**config.mk**
```make
export PLATFORM = sky130hd
export DESIGN_NAME = invgate_guard
export DESIGN_NICKNAME = d
export VERILOG_FILES = /design/src/rtl/invgate_pkg.sv /design/src/rtl/invgate_sync.sv /design/src/rtl/invgate_fault.sv /design/src/rtl/invgate_phase.sv /design/src/rtl/invgate_guard.sv
export SDC_FILE = /design/constraint.sdc
export NUM_CORES = 1
export LEC_CHECK = 0
export BUFFER_PORTS_ARGS = -buffer_cell sky130_fd_sc_hd__clkbuf_2
export CAP_MARGIN = 0
export CELL_PAD_IN_SITES_DETAIL_PLACEMENT = 1
export CELL_PAD_IN_SITES_GLOBAL_PLACEMENT = 2
export CORE_ASPECT_RATIO = 0.9
export CORE_MARGIN = 2
export CORE_UTILIZATION = 35
export CTS_CLUSTER_DIAMETER = 150
export DETAILED_ROUTE_END_ITERATION = 7
export PLACE_DENSITY = 0.83
export SLEW_MARGIN = 20
export SYNTH_ARGS = -nofsm -noshare
export SYNTH_HDL_FRONTEND = slang
export SYNTH_SLANG_ARGS = --single-unit
```
**constraint.sdc**
```tcl
create_clock -name clk -period 3.12 [get_ports clk]
set_input_delay 0.156 -clock clk [delete_from_list [all_inputs] [get_ports clk]]
set_output_delay 0.156 -clock clk [all_outputs]
set_load 0.01 [all_outputs]
```
**src/rtl/invgate_pkg.sv**
```systemverilog
package invgate_pkg;

  // Width of a counter that must hold values 0..n.
  function automatic int unsigned cnt_w(input int unsigned n);
    int unsigned w;
    w = $clog2(n + 1);
    return (w < 1) ? 1 : w;
  endfunction

endpackage

```
**src/rtl/invgate_sync.sv**
```systemverilog
module invgate_sync #(
  parameter int unsigned W       = 1,
  parameter bit          RST_ONE = 1'b0
) (
  input  logic         clk,
  input  logic         rst,
  input  logic [W-1:0] din,
  output logic [W-1:0] dout
);

  logic [W-1:0] meta_q;

  always_ff @(posedge clk) begin
    if (rst) begin
      meta_q <= {W{RST_ONE}};
      dout   <= {W{RST_ONE}};
    end else begin
      meta_q <= din;
      dout   <= meta_q;
    end
  end

endmodule

```
**src/rtl/invgate_fault.sv**
```systemverilog
module invgate_fault #(
  parameter int unsigned SC_QUAL   = 220,
  parameter int unsigned FAULT_CYC = 225000
) (
  input  logic clk,
  input  logic rst,
  input  logic sc_s,
  input  logic uv_lo_s,
  output logic lo_block,
  output logic fault_n
);
  import invgate_pkg::*;

  localparam int unsigned QW = cnt_w(SC_QUAL);
  localparam int unsigned FW = cnt_w(FAULT_CYC);

  logic [QW-1:0] qual_cnt;
  logic [FW-1:0] pulse_cnt;
  logic          uv_prev;
  logic          sc_trip;
  logic          uv_rise;
  logic          start_req;
  logic          pulse_last;

  // The trip fires once per assertion episode: the counter saturates after it.
  assign sc_trip    = sc_s && (qual_cnt == QW'(SC_QUAL - 1));
  assign uv_rise    = uv_lo_s && !uv_prev;
  assign start_req  = sc_trip || uv_rise;
  assign pulse_last = (pulse_cnt == FW'(FAULT_CYC - 1));

  // Lower legs are blocked from the trip edge onward, and for as long as UV lasts.
  assign lo_block   = !fault_n || uv_lo_s || sc_trip;

  always_ff @(posedge clk) begin
    if (rst) begin
      qual_cnt <= '0;
    end else if (!sc_s) begin
      qual_cnt <= '0;
    end else if (qual_cnt != QW'(SC_QUAL)) begin
      qual_cnt <= qual_cnt + 1'b1;
    end
  end

  always_ff @(posedge clk) begin
    if (rst) begin
      uv_prev   <= 1'b0;
      fault_n   <= 1'b1;
      pulse_cnt <= '0;
    end else begin
      uv_prev <= uv_lo_s;
      if (!fault_n) begin
        if (pulse_last) begin
          fault_n   <= 1'b1;
          pulse_cnt <= '0;
        end else begin
          pulse_cnt <= pulse_cnt + 1'b1;
        end
      end else if (start_req) begin
        fault_n   <= 1'b0;
        pulse_cnt <= '0;
      end
    end
  end

endmodule

```
**src/rtl/invgate_phase.sv**
```systemverilog
module invgate_phase #(
  parameter int unsigned DEAD_CYC = 375
) (
  input  logic clk,
  input  logic rst,
  input  logic hon,
  input  logic lon,
  input  logic uv_hi_s,
  input  logic lo_block,
  output logic gate_hi,
  output logic gate_lo
);
  import invgate_pkg::*;

  localparam int unsigned DW = cnt_w(DEAD_CYC);

  logic [DW-1:0] dt_cnt;
  logic          armed;
  logic          hon_prev;
  logic          fresh_on;
  logic          allow_hi;
  logic          want_hi;
  logic          want_lo;
  logic          both_req;
  logic          dt_done;
  logic          hi_nxt;
  logic          lo_nxt;
  logic          turn_off;

  always_comb begin
    fresh_on = hon && !hon_prev;
    allow_hi = !uv_hi_s && (armed || fresh_on);
    want_hi  = hon && allow_hi;
    want_lo  = lon && !lo_block;
    both_req = hon && lon;
    dt_done  = (dt_cnt == '0);
    hi_nxt   = want_hi && !both_req && (gate_hi || (!gate_lo && dt_done));
    lo_nxt   = want_lo && !both_req && (gate_lo || (!gate_hi && dt_done));
    turn_off = (gate_hi && !hi_nxt) || (gate_lo && !lo_nxt);
  end

  always_ff @(posedge clk) begin
    if (rst) begin
      gate_hi  <= 1'b0;
      gate_lo  <= 1'b0;
      armed    <= 1'b0;
      hon_prev <= 1'b0;
      dt_cnt   <= '0;
    end else begin
      gate_hi  <= hi_nxt;
      gate_lo  <= lo_nxt;
      hon_prev <= hon;
      if (uv_hi_s) begin
        armed <= 1'b0;
      end else if (fresh_on) begin
        armed <= 1'b1;
      end
      if (turn_off) begin
        dt_cnt <= DW'(DEAD_CYC);
      end else if (!dt_done) begin
        dt_cnt <= dt_cnt - 1'b1;
      end
    end
  end

endmodule

```
**src/rtl/invgate_guard.sv**
```systemverilog
module invgate_guard #(
  parameter int unsigned NPH       = 3,
  parameter int unsigned SC_QUAL   = 220,
  parameter int unsigned FAULT_CYC = 225000,
  parameter int unsigned DEAD_CYC  = 375
) (
  input  logic           clk,
  input  logic           rst,
  input  logic [NPH-1:0] cmd_hi_n,
  input  logic [NPH-1:0] cmd_lo_n,
  input  logic           sc_flag,
  input  logic           uv_lo_flag,
  input  logic [NPH-1:0] uv_hi_flag,
  output logic [NPH-1:0] gate_hi,
  output logic [NPH-1:0] gate_lo,
  output logic           fault_n
);

  localparam int unsigned FLW = NPH + 2;

  logic [NPH-1:0] hi_n_s;
  logic [NPH-1:0] lo_n_s;
  logic [FLW-1:0] flags_s;
  logic           lo_block;

  invgate_sync #(.W(NPH), .RST_ONE(1'b1)) i_sync_hi (
    .clk(clk), .rst(rst), .din(cmd_hi_n), .dout(hi_n_s)
  );

  invgate_sync #(.W(NPH), .RST_ONE(1'b1)) i_sync_lo (
    .clk(clk), .rst(rst), .din(cmd_lo_n), .dout(lo_n_s)
  );

  invgate_sync #(.W(FLW), .RST_ONE(1'b0)) i_sync_flags (
    .clk(clk), .rst(rst), .din({uv_hi_flag, uv_lo_flag, sc_flag}), .dout(flags_s)
  );

  invgate_fault #(.SC_QUAL(SC_QUAL), .FAULT_CYC(FAULT_CYC)) i_fault (
    .clk      (clk),
    .rst      (rst),
    .sc_s     (flags_s[0]),
    .uv_lo_s  (flags_s[1]),
    .lo_block (lo_block),
    .fault_n  (fault_n)
  );

  for (genvar p = 0; p < NPH; p++) begin : g_phase
    invgate_phase #(.DEAD_CYC(DEAD_CYC)) i_phase (
      .clk      (clk),
      .rst      (rst),
      .hon      (!hi_n_s[p]),
      .lon      (!lo_n_s[p]),
      .uv_hi_s  (flags_s[2+p]),
      .lo_block (lo_block),
      .gate_hi  (gate_hi[p]),
      .gate_lo  (gate_lo[p])
    );
  end

endmodule

```
==> summary.md <==
| Metric | Value |
|---|---|
| Gp weighted congestion | `~0.76` |
| Hold Path Sink | `i_sync_hi.meta_q[0]` |
| Largest net degree at the start of global routing | `45` |
| Die footprint | `around 12000 um^2` |
| Switch share | `between 30% and 40%` |
| Sequential-to-total area share from yosys stat | `46.2%` |
| Worst slew margin | `approximately 46%` |
| Final HPWL DP | `between 5 and 6 mm` |
| Synth area leaders | `dfxtp_1 46%, nor2_1 4.7%, a21oi_1 4.5%` |
| CP arrival | `between 2000 and 2500 ps` |
| DRC viols | `0` |
| Gr ovfl total | `0` |
| Max_cap viols | `0` |
| Comb power frac | `around a quarter` |
| Port Buf Inserts | `19` |
| Worst Hold Depth | `2` |
| Status | `completed` |
| Total power | `3.56 mW` |
| Final Critical Period | `roughly 2300 ps` |
| Post-synth cell types | `59` |
| Clock power share | `about a third` |
| Clk_skew | `about 4.3 ps` |
| Post-CTS sizing | `0` |
| VDD IR-drop max | `between 0.3 and 0.4 mV` |
| Post-CTS Setup Inserts | `0` |
| Fmax | `approximately 440 MHz` |
| Period utilisation layout | `just over 70%` |
| Final hold vios | `0` |
| Worst R2R Path Depth | `6` |
| Total Wirelength | `8.46 mm` |
| Synthesized cell area | `3850 um^2` |
| Clk_lat worst skew | `roughly 340 ps` |
| Die height | `about 100 um` |
| Initial Util | `around 36%` |
| Multi-input gate area in the final layout | `~1900 um^2` |
| Vias in the first global route | `slightly above 3000` |
| Terminus of the critical flop-to-flop path | `g_phase[1].i_phase.dt_cnt[7]` |
| Slew Viols, Final | `0` |
| Pre-Repair DR Iteration Count | `4` |
| DIE WIDTH | `approximately 110 um` |
| Clk root buf | `clkbuf_16` |
| Storage cell area | `1780 um^2` |
| Setup TNS | `0 ps` |
| Wire per inst | `approximately 14 um` |
| Hold_sp | `cmd_hi_n[0]` |
| CTS Buf Count | `9` |
| H-tree depth | `3` |
| Antenna viol nets, final | `0` |
| Slew @ Worst Pin | `around 810 ps` |
| CP Launch Type | `flop` |
| Initial antenna violation count | `0` |
| Synth Instances | `about 430` |
| Synthesized Nets | `451` |
| Power Internal | `about 2.5 mW` |
| CP Max Fanout | `8` |
| Post-synth EDFFs | `0` |
| CORE AREA | `approximately 11000 um^2` |
| Largest area contributor in the netlist | `dfxtp_1` |
| Reg2reg start | `i_fault.qual_cnt[0]` |
| RSZ-0062 raised after global routing | `false` |
| Hold WC Path Type | `in2reg` |
| Vias/cell | `5.18` |
| N_diodes | `0` |
| Area grow syn2layout | `15.0%` |
| Clk buf depth | `2` |
| Kind of critical path | `reg2reg` |
| Final setup viols | `0` |
| Boundary Pins | `20` |
| Row count | `36` |
| CTS tree | `done` |
| Nature of the critical path endpoint | `flop` |
| Initial DRC count | `about 110` |
| Nets | `approximately 470` |
| Leakage | `around 1.7 nW` |
| CP required | `3340 ps` |
| First-pass GRT wire length | `around 15 mm` |
| Sequential share of power | `39.7%` |
| Synth async-reset ratio | `0%` |
| Share of the synthesized area in the top cell type | `about 46%` |
| Ys Warns | `0` |
| FF-to-FF setup slack | `850 ps` |
| Synth Register Bits | `89` |
| Pwr/cell area | `roughly 800 nW/um^2` |
| Predominant post-synthesis flop cell | `dfxtp_1` |
| Overall via count from detail_route | `about 3000` |
| Fillers | `approximately 1200` |
| Clock slew at reported path FFs | `~60 ps` |
| Layout cells sized above 1 | `roughly 15%` |
| Switch Pwr | `about 1.1 mW` |
| Clock Sinks | `89` |
| Avg Cell Area, Syn | `just under 9 um^2` |
| Global-route usage over all layers | `~15%` |
==> worst max-delay path, cell delays in order, from the launching register on <==
cell	delay, ps
dfxtp_1	430
ha_1	260
nand4b_1	170
o211ai_1	690
o32ai_2	330
nand2b_1	190
nor2_1	80
==> flip-flops by register name, indices dropped and copies added, names as in the netlist <==
| signal | flops |
|---|---|
| i_fault.uv_prev | 1 |
| i_sync_flags.dout | 5 |
| g_phase.i_phase.dt_cnt | 27 |
| g_phase.i_phase.gate_lo | 3 |
| i_sync_flags.meta_q | 5 |
| g_phase.i_phase.armed | 3 |
| i_fault.qual_cnt | 8 |
| g_phase.i_phase.gate_hi | 3 |
| g_phase.i_phase.hon_prev | 3 |
| i_fault.pulse_cnt | 18 |
| i_fault.fault_n | 1 |
| i_sync_lo.meta_q | 3 |
| i_sync_hi.meta_q | 3 |
| i_sync_lo.dout | 3 |
| i_sync_hi.dout | 3 |
==> layout by cell type (no fill, tap or decap), types with 11 or more instances in the layout <==
cell type / count
a21oi_1: 35
clkbuf_2: 19
dfxtp_1: 89
inv_1: 18
nand2_1: 29
nand3_1: 26
nor2_1: 48
nor2b_1: 15
nor3_1: 11
or2_2: 14
==> logic make-up after synthesis <==
group / count (synthesis) / share of synthesized area, %
fa+ha+maj: 6 / 1.95
simple gates: 195 / 27.1
compound gates: 77 / 13.4
buf+inv: 37 / 4.38
flops: 89 / 46.2
mux: 12 / 3.28
xor+xnor: 16 / 3.64
==> how the worst max path moves through the flow <==
| stage | cells past startpoint | endpoint | start | slack (ps) |
|---|---|---|---|---|
| after floorplan | 8 | g_phase[2].i_phase.dt_cnt[1] | g_phase[2].i_phase.dt_cnt[0] | 1210 |
| after global placement | 6 | g_phase[1].i_phase.dt_cnt[7] | i_fault.qual_cnt[0] | 990 |
| after detailed placement | 6 | g_phase[1].i_phase.dt_cnt[3] | i_fault.qual_cnt[0] | 890 |
| after CTS | 6 | g_phase[1].i_phase.dt_cnt[3] | i_fault.qual_cnt[0] | 820 |
| after global routing | 6 | g_phase[1].i_phase.dt_cnt[3] | i_fault.qual_cnt[0] | 720 |
| final | 6 | g_phase[1].i_phase.dt_cnt[7] | i_fault.qual_cnt[0] | 850 |
==> cell type report <==
type	instances	area share, %
clock buffer	11	5.70
sequential	89	40.2
timing repair buffer	28	3.95
clock inverter	5	1.95
tap	133	3.75
inverter	18	1.52
multi-input combinational	306	42.9
==> power groups by stage <==
| stage | sequential [mW] | combinational, mW | clock (mW) |
|---|---|---|---|
| detailed placement | 1.43 | 0.935 | 0 |
| global placement | 1.42 | 0.901 | 0 |
| floorplan | 1.40 | 0.776 | 0 |
| global route | 1.44 | 1.08 | 1.28 |
| finish | 1.41 | 0.945 | 1.20 |
| CTS | 1.41 | 0.960 | 1.23 |
==> routing by layer <==
metal	GRT usage (%)	wire length, um	vias to the layer above
li1	-	-	1551
met1	20.6	4200	1471
met2	24.0	3940	26
met3	2.69	171	9
met4	6.01	146	0
met5	0	0	-
==> what timing repair did <==
item	4_1_cts	5_1_grt
endpoints found under the hold margin	5	0
setup endpoints to repair	0	0
hold buffers	5	0
==> per-stage QoR <==
stage | setup slack (ps) | util, % | instance area, um^2 | hold slack [ps] | std cells
5_1_grt | 721 | 41.2 | 4430 | 17.0 | 590
3_3_place_gp | 993 | 37.6 | 4040 | 341 | 569
2_1_floorplan | 1210 | - | 3850 | 260 | 432
6_report | 854 | 41.2 | 4430 | 25.0 | 590
3_5_place_dp | 887 | 37.6 | 4040 | 342 | 569
4_1_cts | 818 | 41.2 | 4430 | 16.7 | 590
==> cell usage after synthesis, drive strengths merged, types with 2 or more instances <==
| cell type | n |
|---|---|
| a21o | 2 |
| a21oi | 36 |
| a22o | 4 |
| a31oi | 5 |
| and3 | 4 |
| buf | 8 |
| clkbuf | 11 |
| dfxtp | 89 |
| ha | 6 |
| inv | 18 |
| mux2 | 2 |
| mux2i | 10 |
| nand2 | 29 |
| nand2b | 8 |
| nand3 | 27 |
| nand3b | 4 |
| nand4 | 6 |
| nand4b | 2 |
| nor2 | 48 |
| nor2b | 15 |
| nor3 | 12 |
| nor3b | 4 |
| nor4 | 5 |
| nor4b | 2 |
| nor4bb | 2 |
| o211ai | 2 |
| o21a | 2 |
| o21ai | 10 |
| o32ai | 3 |
| o41a | 3 |
| or2 | 15 |
| or3 | 6 |
| or4 | 2 |
| xnor2 | 7 |
| xor2 | 9 |
(Power assumes the default switching activity.)
